===== src/rtl/cmdq_pkg.sv =====
package cmdq_pkg;
    typedef enum logic [1:0] {
        Q_EMPTY   = 2'd0,
        Q_PARTIAL = 2'd1,
        Q_FULL    = 2'd2
    } occ_state_t;
endpackage


===== src/rtl/cmdq_store.sv =====
module cmdq_store #(
    parameter int DEPTH  = 5,
    parameter int WORD_W = 32,
    localparam int PTR_W = (DEPTH > 1) ? $clog2(DEPTH) : 1
) (
    input  logic              clk,
    input  logic              wr_en,
    input  logic [PTR_W-1:0]  wr_ptr,
    input  logic [WORD_W-1:0] wr_word,
    input  logic [PTR_W-1:0]  rd_ptr,
    output logic [WORD_W-1:0] rd_word
);
    logic [WORD_W-1:0] slot_q [DEPTH];

    // One register per slot; no reset is needed because occupancy gates every read.
    for (genvar s = 0; s < DEPTH; s++) begin : g_slot
        always_ff @(posedge clk) begin
            if (wr_en && (wr_ptr == PTR_W'(s))) begin
                slot_q[s] <= wr_word;
            end
        end
    end

    always_comb begin
        rd_word = '0;
        for (int s = 0; s < DEPTH; s++) begin
            if (rd_ptr == PTR_W'(s)) begin
                rd_word = slot_q[s];
            end
        end
    end
endmodule


===== src/rtl/cmdq_ctrl.sv =====
module cmdq_ctrl
    import cmdq_pkg::*;
#(
    parameter int DEPTH = 5,
    localparam int PTR_W = (DEPTH > 1) ? $clog2(DEPTH) : 1,
    localparam int CNT_W = $clog2(DEPTH + 1)
) (
    input  logic             clk,
    input  logic             rst_n,
    input  logic             fifo_off,
    input  logic             push,
    input  logic             pop,
    input  logic             uf_clr,
    output logic             wr_en,
    output logic [PTR_W-1:0] wr_ptr,
    output logic [PTR_W-1:0] rd_ptr,
    output logic [CNT_W-1:0] count,
    output logic             fill_req,
    output logic             underflow,
    output logic             head_valid
);
    occ_state_t       state_q, state_d;
    logic [CNT_W-1:0] cap;
    logic             pop_ok, push_ok, uf_hit;

    assign cap     = fifo_off ? CNT_W'(1) : CNT_W'(DEPTH);
    assign pop_ok  = pop && (state_q != Q_EMPTY);
    assign push_ok = push && ((state_q != Q_FULL) || pop_ok);
    assign uf_hit  = pop && (state_q == Q_EMPTY);
    assign wr_en   = push_ok;

    // Next occupancy state.
    always_comb begin
        state_d = state_q;
        unique case (state_q)
            Q_EMPTY: begin
                if (push_ok) begin
                    state_d = (cap == CNT_W'(1)) ? Q_FULL : Q_PARTIAL;      // FILL_ONLY / FILL_FIRST
                end
            end
            Q_PARTIAL: begin
                if (push_ok && !pop_ok && (count + CNT_W'(1) == cap)) begin
                    state_d = Q_FULL;                                       // TOP_UP
                end else if (pop_ok && !push_ok && (count == CNT_W'(1))) begin
                    state_d = Q_EMPTY;                                      // DRAIN_LAST
                end
            end
            Q_FULL: begin
                if (pop_ok && !push_ok) begin
                    state_d = (cap == CNT_W'(1)) ? Q_EMPTY : Q_PARTIAL;     // FREE_ONLY / FREE_ONE
                end
            end
            default: state_d = Q_EMPTY;
        endcase
    end

    // State register.
    always_ff @(posedge clk) begin
        if (!rst_n) state_q <= Q_EMPTY;
        else        state_q <= state_d;
    end

    // Count, pointers and sticky flag.
    always_ff @(posedge clk) begin
        if (!rst_n) begin
            count     <= '0;
            wr_ptr    <= '0;
            rd_ptr    <= '0;
            underflow <= 1'b0;
        end else begin
            if (push_ok && !pop_ok)      count <= count + CNT_W'(1);
            else if (pop_ok && !push_ok) count <= count - CNT_W'(1);

            if (fifo_off) begin
                wr_ptr <= '0;
                rd_ptr <= '0;
            end else begin
                if (push_ok) wr_ptr <= (wr_ptr == PTR_W'(DEPTH - 1)) ? '0 : wr_ptr + PTR_W'(1);
                if (pop_ok)  rd_ptr <= (rd_ptr == PTR_W'(DEPTH - 1)) ? '0 : rd_ptr + PTR_W'(1);
            end

            if (uf_hit)      underflow <= 1'b1;
            else if (uf_clr) underflow <= 1'b0;
        end
    end

    // Outputs derived from state.
    always_comb begin
        head_valid = 1'b0;
        fill_req   = 1'b1;
        unique case (state_q)
            Q_EMPTY:   begin head_valid = 1'b0; fill_req = 1'b1; end
            Q_PARTIAL: begin head_valid = 1'b1; fill_req = 1'b1; end
            Q_FULL:    begin head_valid = 1'b1; fill_req = 1'b0; end
            default:   begin head_valid = 1'b0; fill_req = 1'b1; end
        endcase
    end


    cnt_cap_chk: assert property (@(posedge clk) disable iff (!rst_n) count <= cap);

    full_drop_chk: assert property (@(posedge clk) disable iff (!rst_n)
        (state_q == Q_FULL && push && !pop) |=> $stable(count));

    pushpop_chk: assert property (@(posedge clk) disable iff (!rst_n)
        (state_q != Q_EMPTY && push && pop) |=> $stable(count));

    uf_set_chk: assert property (@(posedge clk) disable iff (!rst_n)
        (state_q == Q_EMPTY && pop) |=> underflow);

    uf_hold_chk: assert property (@(posedge clk) disable iff (!rst_n)
        (underflow && !uf_clr) |=> underflow);

    off_cap_chk: assert property (@(posedge clk) disable iff (!rst_n)
        fifo_off |-> (count <= CNT_W'(1)));
endmodule


===== src/rtl/cmdq_tx.sv =====
module cmdq_tx #(
    parameter int DEPTH  = 5,
    parameter int CMD_W  = 16,
    parameter int DATA_W = 16,
    localparam int CNT_W  = $clog2(DEPTH + 1),
    localparam int PTR_W  = (DEPTH > 1) ? $clog2(DEPTH) : 1,
    localparam int WORD_W = CMD_W + DATA_W
) (
    input  logic              clk,
    input  logic              rst_n,
    input  logic              fifo_off,
    input  logic              push_valid,
    input  logic [CMD_W-1:0]  push_cmd,
    input  logic [DATA_W-1:0] push_data,
    input  logic              pop_req,
    input  logic              uf_clr,
    output logic              head_valid,
    output logic [CMD_W-1:0]  head_cmd,
    output logic [DATA_W-1:0] head_data,
    output logic              fill_req,
    output logic              underflow,
    output logic [CNT_W-1:0]  entry_count
);
    logic              wr_en;
    logic [PTR_W-1:0]  wr_ptr, rd_ptr;
    logic [WORD_W-1:0] rd_word;

    cmdq_ctrl #(.DEPTH(DEPTH)) u_ctrl (
        .clk        (clk),
        .rst_n      (rst_n),
        .fifo_off   (fifo_off),
        .push       (push_valid),
        .pop        (pop_req),
        .uf_clr     (uf_clr),
        .wr_en      (wr_en),
        .wr_ptr     (wr_ptr),
        .rd_ptr     (rd_ptr),
        .count      (entry_count),
        .fill_req   (fill_req),
        .underflow  (underflow),
        .head_valid (head_valid)
    );

    cmdq_store #(.DEPTH(DEPTH), .WORD_W(WORD_W)) u_store (
        .clk     (clk),
        .wr_en   (wr_en),
        .wr_ptr  (wr_ptr),
        .wr_word ({push_cmd, push_data}),
        .rd_ptr  (rd_ptr),
        .rd_word (rd_word)
    );

    assign head_cmd  = rd_word[WORD_W-1:DATA_W];
    assign head_data = rd_word[DATA_W-1:0];
endmodule


===== config.mk =====
export PLATFORM = sky130hd
export DESIGN_NAME = cmdq_tx
export DESIGN_NICKNAME = d
export VERILOG_FILES = /design/src/rtl/cmdq_pkg.sv /design/src/rtl/cmdq_store.sv /design/src/rtl/cmdq_ctrl.sv /design/src/rtl/cmdq_tx.sv
export SDC_FILE = /design/constraint.sdc
export NUM_CORES = 1
export LEC_CHECK = 0
export ABC_AREA = 0
export ABC_CLOCK_PERIOD_IN_PS = 4300
export BUFFER_PORTS_ARGS = -buffer_cell sky130_fd_sc_hd__clkbuf_2
export CAP_MARGIN = 20
export CORE_UTILIZATION = 53
export CTS_BUF_LIST = sky130_fd_sc_hd__clkbuf_8 sky130_fd_sc_hd__clkbuf_16
export DETAILED_ROUTE_END_ITERATION = 12
export MAX_ROUTING_LAYER = met4
export PLACE_DENSITY = 0.88
export SYNTH_ARGS = -nofsm -noshare
export SYNTH_HDL_FRONTEND = slang
export SYNTH_HIERARCHICAL = 1
export SYNTH_SLANG_ARGS = --single-unit
export TNS_END_PERCENT = 20

===== constraint.sdc =====
create_clock -name clk -period 4.3 [get_ports clk]
set_input_delay 0.215 -clock clk [delete_from_list [all_inputs] [get_ports clk]]
set_output_delay 0.215 -clock clk [all_outputs]
set_load 0.1 [all_outputs]

* Word-level counts from Yosys, hierarchy flattened
Memory sizes are Yosys's and may differ from the RTL's.
Index checks and enable logic that the tools add are counted.
** Cells by class
- $add $sub $neg :: 4
- Equality and inequality tests :: 17
- Mux-type cells :: 43
- Bitwise gates (word level) :: 1
- Reductions and logical operators :: 28
** Operator list (count)
- $mux W32 :: 9
- $reduce_or A32 Y1 :: 4
- $mux W3 :: 9
- $mux W1 :: 19
- $eq A3 B1 Y1 const B :: 4
- $eq A3 B2 Y1 const B :: 4
- $logic_and A1 B1 Y1 :: 12
- $mux W2 :: 5
- $add A3 B1 Y3 const B :: 3
- $eq A3 B3 Y1 const B :: 2
- $logic_not A3 Y1 :: 2
- $pmux W2 S3 :: 1
- $reduce_bool A2 Y1 :: 3
- $ne A2 B1 Y1 const B :: 2
- $reduce_or A2 Y1 :: 2
- $eq A3 B3 Y1 :: 1
- $ne A3 B1 Y1 const B :: 1
- $reduce_and A3 Y1 :: 1
- $sub A3 B1 Y3 const B :: 1
- $eq A2 B1 Y1 const B :: 1
- $eq A2 B2 Y1 const B :: 1
- $logic_not A1 Y1 :: 2
- $logic_not A2 Y1 :: 1
- $ne A2 B2 Y1 const B :: 1
- 2 further kinds :: 2
** Storage, ports and cells
- Flip-flop bits (word level) :: 12
- RAM bits :: 160
- Input port bits :: 38
- Memories :: 1
** Memory list
- u_store.slot_q :: depth 5, width 32, read ports 5, clocked after Yosys merged registers in 0, wr ports 1, line cmdq_store.sv:13 : logic [WORD_W-1:0] slot_q [DEPTH];

* Longest topological paths before layout
- Depth after elaboration :: 12
- Depth in mapped cells :: 10
- Gate-level depth less buffers :: 10

* Hierarchy
Netlist, hierarchy kept.
** By module, submodules not included
- cmdq_store :: times used 1, cells each 393, area each 6316.1 um^2, seq. area each 4804.6 um^2
- cmdq_ctrl :: times used 1, cells each 90, area each 788.3 um^2, seq. area each 240.2 um^2

* Worst setup path before layout
OpenSTA, ideal clock, no wires.
- Kind :: flip-flop to flip-flop
- From :: register u_ctrl.state_q[0]
- To :: memory u_store.slot_q[0][0], enable pin
- Setup time :: 0.468 ns
- Arrival :: 4.374 ns
- Data required time :: 3.832 ns
- Path slack :: -0.542 ns
- Cell stages (with the launch flop) :: 8
- Path buffers :: 0
- Clock period less this slack :: 4.842 ns
- Cells stage by stage :: dfxtp_1 inv_1 ha_1 inv_1 o21ai_0 inv_1 nor2b_1 nor3b_1
** Between the ends
- Cells in the longest elaborated chain, start to end :: 12
- Elaborated cells on any way between the ends :: 32
- Classes of those cells :: 1 x eq/ne; 18 x mux; 13 x reduce/logical
** Ends and longest elaborated chain
- from (decl) :: line cmdq_ctrl.sv:22 : occ_state_t state_q, state_d;
- from (signal assigned) :: line cmdq_ctrl.sv:60 : else state_q <= state_d;
- $reduce_bool A2 Y1 :: line cmdq_ctrl.sv:27 : assign pop_ok = pop && (state_q != Q_EMPTY);
- $logic_and A1 B1 Y1 :: line cmdq_ctrl.sv:27
- $logic_or A1 B1 Y1 (*) :: line cmdq_ctrl.sv:28 : assign push_ok = push && ((state_q != Q_FULL) || pop_ok);
- $logic_and A1 B1 Y1 (*) :: line cmdq_ctrl.sv:28
- named net wr_en :: line cmdq_tx.sv:24 : logic wr_en;
- $logic_and A1 B1 Y1 :: line cmdq_store.sv:18 : if (wr_en && (wr_ptr == PTR_W'(s))) begin
- $mux W1 :: line cmdq_store.sv:18
- $mux W1 (not written as such) :: line cmdq_store.sv:19 : slot_q[s] <= wr_word;
- $reduce_or A32 Y1 (no line)
- $mux W3 (no line) / $mux W1 (equally long branches) (4 in a row)
- to (decl) :: line cmdq_store.sv:13
The timed path passes the listed nets; every way through them passes the cells marked *.

* Worst setup path after layout
- From :: register u_ctrl.rd_ptr[0]
- To :: output port head_cmd[10]
** Between the ends
- Cells in the longest elaborated chain, start to end :: 6
- Elaborated cells on any way between the ends :: 10
- Classes of those cells :: 4 x eq/ne; 5 x mux; 1 x reduce/logical
** Ends and longest elaborated chain
- from (decl) :: line cmdq_ctrl.sv:16 : output logic [PTR_W-1:0] rd_ptr,
- from (signal assigned) :: line cmdq_ctrl.sv:79 : if (pop_ok) rd_ptr <= (rd_ptr == PTR_W'(DEPTH - 1)) ? '0 : rd_ptr + PTR_W'(1);
- $logic_not A3 Y1 :: line cmdq_store.sv:27 : if (rd_ptr == PTR_W'(s)) begin
- $mux W32 (4 in a row) :: line cmdq_store.sv:27
- $mux W32 (*) :: line cmdq_store.sv:27
- to (decl) :: line cmdq_tx.sv:18 : output logic [CMD_W-1:0] head_cmd,
Every way passes the cells marked *; elsewhere a longest branch is shown, timed or not.

==> impl_metrics.toml <==
[clocking]
hold_buffers = 0
cts_root_buffer = "clkbuf_16"
clk_latency_ns = 0.42
htree_levels = 4
ctsResizeCount = 0
clock_path_buffers = 2
post-cts-setup-buffer-count = 0
cts_buffers = 17
cts_sinks = 172
cts_tree = "yes"
path_clk_slew_ns = 0.06

[sta]
final_hold_viol_count = 0
slew_violations = 0
fin_setup_tns_ns = 0
setup_ws_ns = 0.758
fin_skew_ns = 0.00567
rsz0062_at_grt = "no"
max_freq_mhz = 282
fin_crit_ns = 3.54
setup_viol = 0
worst_slew_pin_slew_ns = 1.06
min_period_over_period_pct = 82.4
relSlewSlack_pct = 28.9

[logic_synthesis]
synthFlopType = "edfxtp_1"
synth_cell_types = 42
async_flop_share_pct = 0
ys_seq_area_share_pct = 71.0
netlist_instances = 483
syn_avg_cell_area_um2 = 14.7
synth_warnings = 6
synth_top_cell_by_area = "edfxtp_1"
synth_seq_cells = 172
ys_top_cells_by_area = "edfxtp_1, dfxtp_1, mux2i_1"
netlist.area_leader.share_pct = 67.6
synth_fp_nets = 535
netlist_area_um2 = 7100
synth_enable_flop_cells = 160

[worst_hold_path]
min_from = "push_cmd[1]"
hold_path_end = "u_store/slot_q[0][81]"
holdPathStages = 1
hp-class = "input port to register"

[routing]
drtAntennaViolNets = 0
num_vias = 4237
routed_wl_mm = 14.2
route.detailed.drc = 0
drt_iter0_drc = 305
avgViaCountPerCell = 5.73
dr.pass1.iters = 4
post_drt_wl_per_cell_um = 19.2

[critical_path]
cp-start-kind = "register"
slowest_delay_ns = 0.89
reg2regPathDepth = 8
crit_fanout = 69
path_class = "register to output port"
worst_ep_required_time_ns = 4.09
rr_endpoint = "u_store/slot_q[0][79]"
crit_chain = "or3b_2 -> buf_4 -> nor2_1 -> a31oi_1 -> clkbuf_2"
crit_path_end_kind = "output port"
cp_slowest_cell = "dfxtp_4"
worstReg2RegStart = "u_ctrl/state_q[1]"
cp.arrival_ns = 3.33
r2r_setup_slack_ns = 1.15

[run]
max-cap-violations = 0

[placed_design]
pre_cts_slack_ns = 1.19
gp_congestion = 0.809
portBuffers = 75
dpl.hpwl_mm = 8.39
dpl_cell_area_um2 = 7580

[final_layout]
syn_to_final_growth_pct = 15.3
nets = 606
drive_above_1_share_pct = 23.9
nFillCells = 935
final_area_um2 = 8190

[global_routing]
grt_pass1_vias = 4428
grt_max_degree = 70
overflow = 0
grt_pass1_wl_mm = 22.4
grt_use_total_pct = 22.0
grt_antenna_before_repair = 1

[die]
dieWidth_um = 118
initial_core_util_pct = 55.4
die_h_um = 118
num_rows = 41
core_region_area_um2 = 12800
dieArea_um2 = 13900
io_pins = 76

[power_and_ir_drop]
ir_drop_uv = 831
pwr_density_cell_nw_per_um2 = 611
p_leak_uw = 0.00283

[run_status]
status = "complete, no violations"
[sequential cells by signal, indices dropped and copies added, names as in the netlist]
name / flops
u_ctrl/count: 3
u_ctrl/rd_ptr: 3
u_ctrl/state_q: 2
u_ctrl/underflow: 1
u_ctrl/wr_ptr: 3
u_store/slot_q: 160
[layout by cell type, fill, tap and decap left out, types with 2 or more instances in the layout]
master        n
a21oi_1      23
clkinv_4      2
nor4bb_1     12
nor2_1       43
nand3b_1      3
bufinv_16     4
edfxtp_1    160
xor2_1        2
clkinvlp_4    2
clkbuf_16    17
and4bb_2      2
nor3b_4       2
o21ai_0       4
inv_1        13
nand2b_1      3
ha_1         14
dfxtp_1      10
clkinv_2      3
nor2b_1       2
nand3_1      19
o22a_1       18
mux2_2       14
mux2i_1      22
nand2_1      38
a31oi_1      32
and3_2        2
clkbuf_2     75
clkinv_1      2
buf_4         5
[cell usage after synthesis (2+ instances only)]
master,number
a21oi_1,23
a31oi_1,32
and3b_1,2
and4bb_2,2
buf_2,11
buf_4,5
buf_6,4
clkbuf_1,7
dfxtp_1,12
edfxtp_1,160
ha_1,14
inv_1,12
mux2_2,14
mux2i_1,22
nand2_1,38
nand2b_1,3
nand3_1,19
nand3b_1,3
nor2_1,44
nor2b_1,2
nor4bb_1,12
o21ai_0,4
o22a_1,18
xor2_1,2
[layout make-up]
| type | count | area (um^2) | area share, % |
|---|---|---|---|
| Sequential cell | 172 | 5050 | 61.6 |
| Multi-Input combinational cell | 271 | 1860 | 22.7 |
| Clock buffer | 17 | 425 | 5.19 |
| Timing Repair Buffer | 80 | 413 | 5.04 |
| Tap cell | 172 | 215 | 2.63 |
| Clock inverter | 14 | 179 | 2.18 |
| Inverter | 12 | 45.0 | 0.550 |
| Antenna cell | 1 | 2.50 | 0.0305 |
[logic make-up after synthesis]
group           after synthesis  synth area share [%]
fa+ha+maj                    14                  2.47
buf+inv                      40                  3.15
flops                       172                  71.0
simple gates                135                  9.85
xor+xnor                      3                 0.581
mux                          36                  5.32
compound gates               83                  7.63
[routing by layer]
| layer | vias up | global-route usage, % | part of all wire (%) |
|---|---|---|---|
| li1 | 1980 | - | - |
| met4 | 0 | 7.61 | 1.8 |
| met3 | 22 | 5.47 | 5.0 |
| met2 | 136 | 36.8 | 52 |
| met1 | 2099 | 25.8 | 41 |
| met5 | - | - | 0 |
[how the worst max path moves through the flow]
stage	from	end	slack, ns
floorplan	u_ctrl/state_q[0]	u_store/slot_q[0][128]	-0.17
global placement	u_ctrl/rd_ptr[0]	head_cmd[2]	1.35
detailed placement	u_ctrl/state_q[0]	u_store/slot_q[0][85]	1.19
CTS	u_ctrl/rd_ptr[0]	head_cmd[6]	0.75
global route	u_ctrl/rd_ptr[0]	head_data[15]	0.51
finish	u_ctrl/rd_ptr[0]	head_cmd[10]	0.76
[through the flow]
stage	total power [uW]	utilization [%]	cells	hold WS, ns
finish	5010	63.9	739	0.0277
global route	5160	63.9	739	0.0218
CTS	5020	63.9	738	0.0179
detailed placement	3480	59.1	707	0.455
global placement	3440	59.1	707	0.443
floorplan	3240	-	483	0.314
[where the power goes]
group / internal, uW / total [uW] / switching [uW]
clock: 960 / 1550 / 594
sequential: 1950 / 2040 / 86.5
combinational: 324 / 1410 / 1090
total: 3240 / 5010 / 1770
[critical path, delay by kind of cell, from the launching register on]
family,cells,cell delay (ns)
AND/OR/NAND/NOR,2,0.93
flip-flops,1,0.89
buffers and inverters,2,0.85
AO/OA/AOI/OAI,1,0.15
Note: power is estimated with default switching activity, not from simulation.
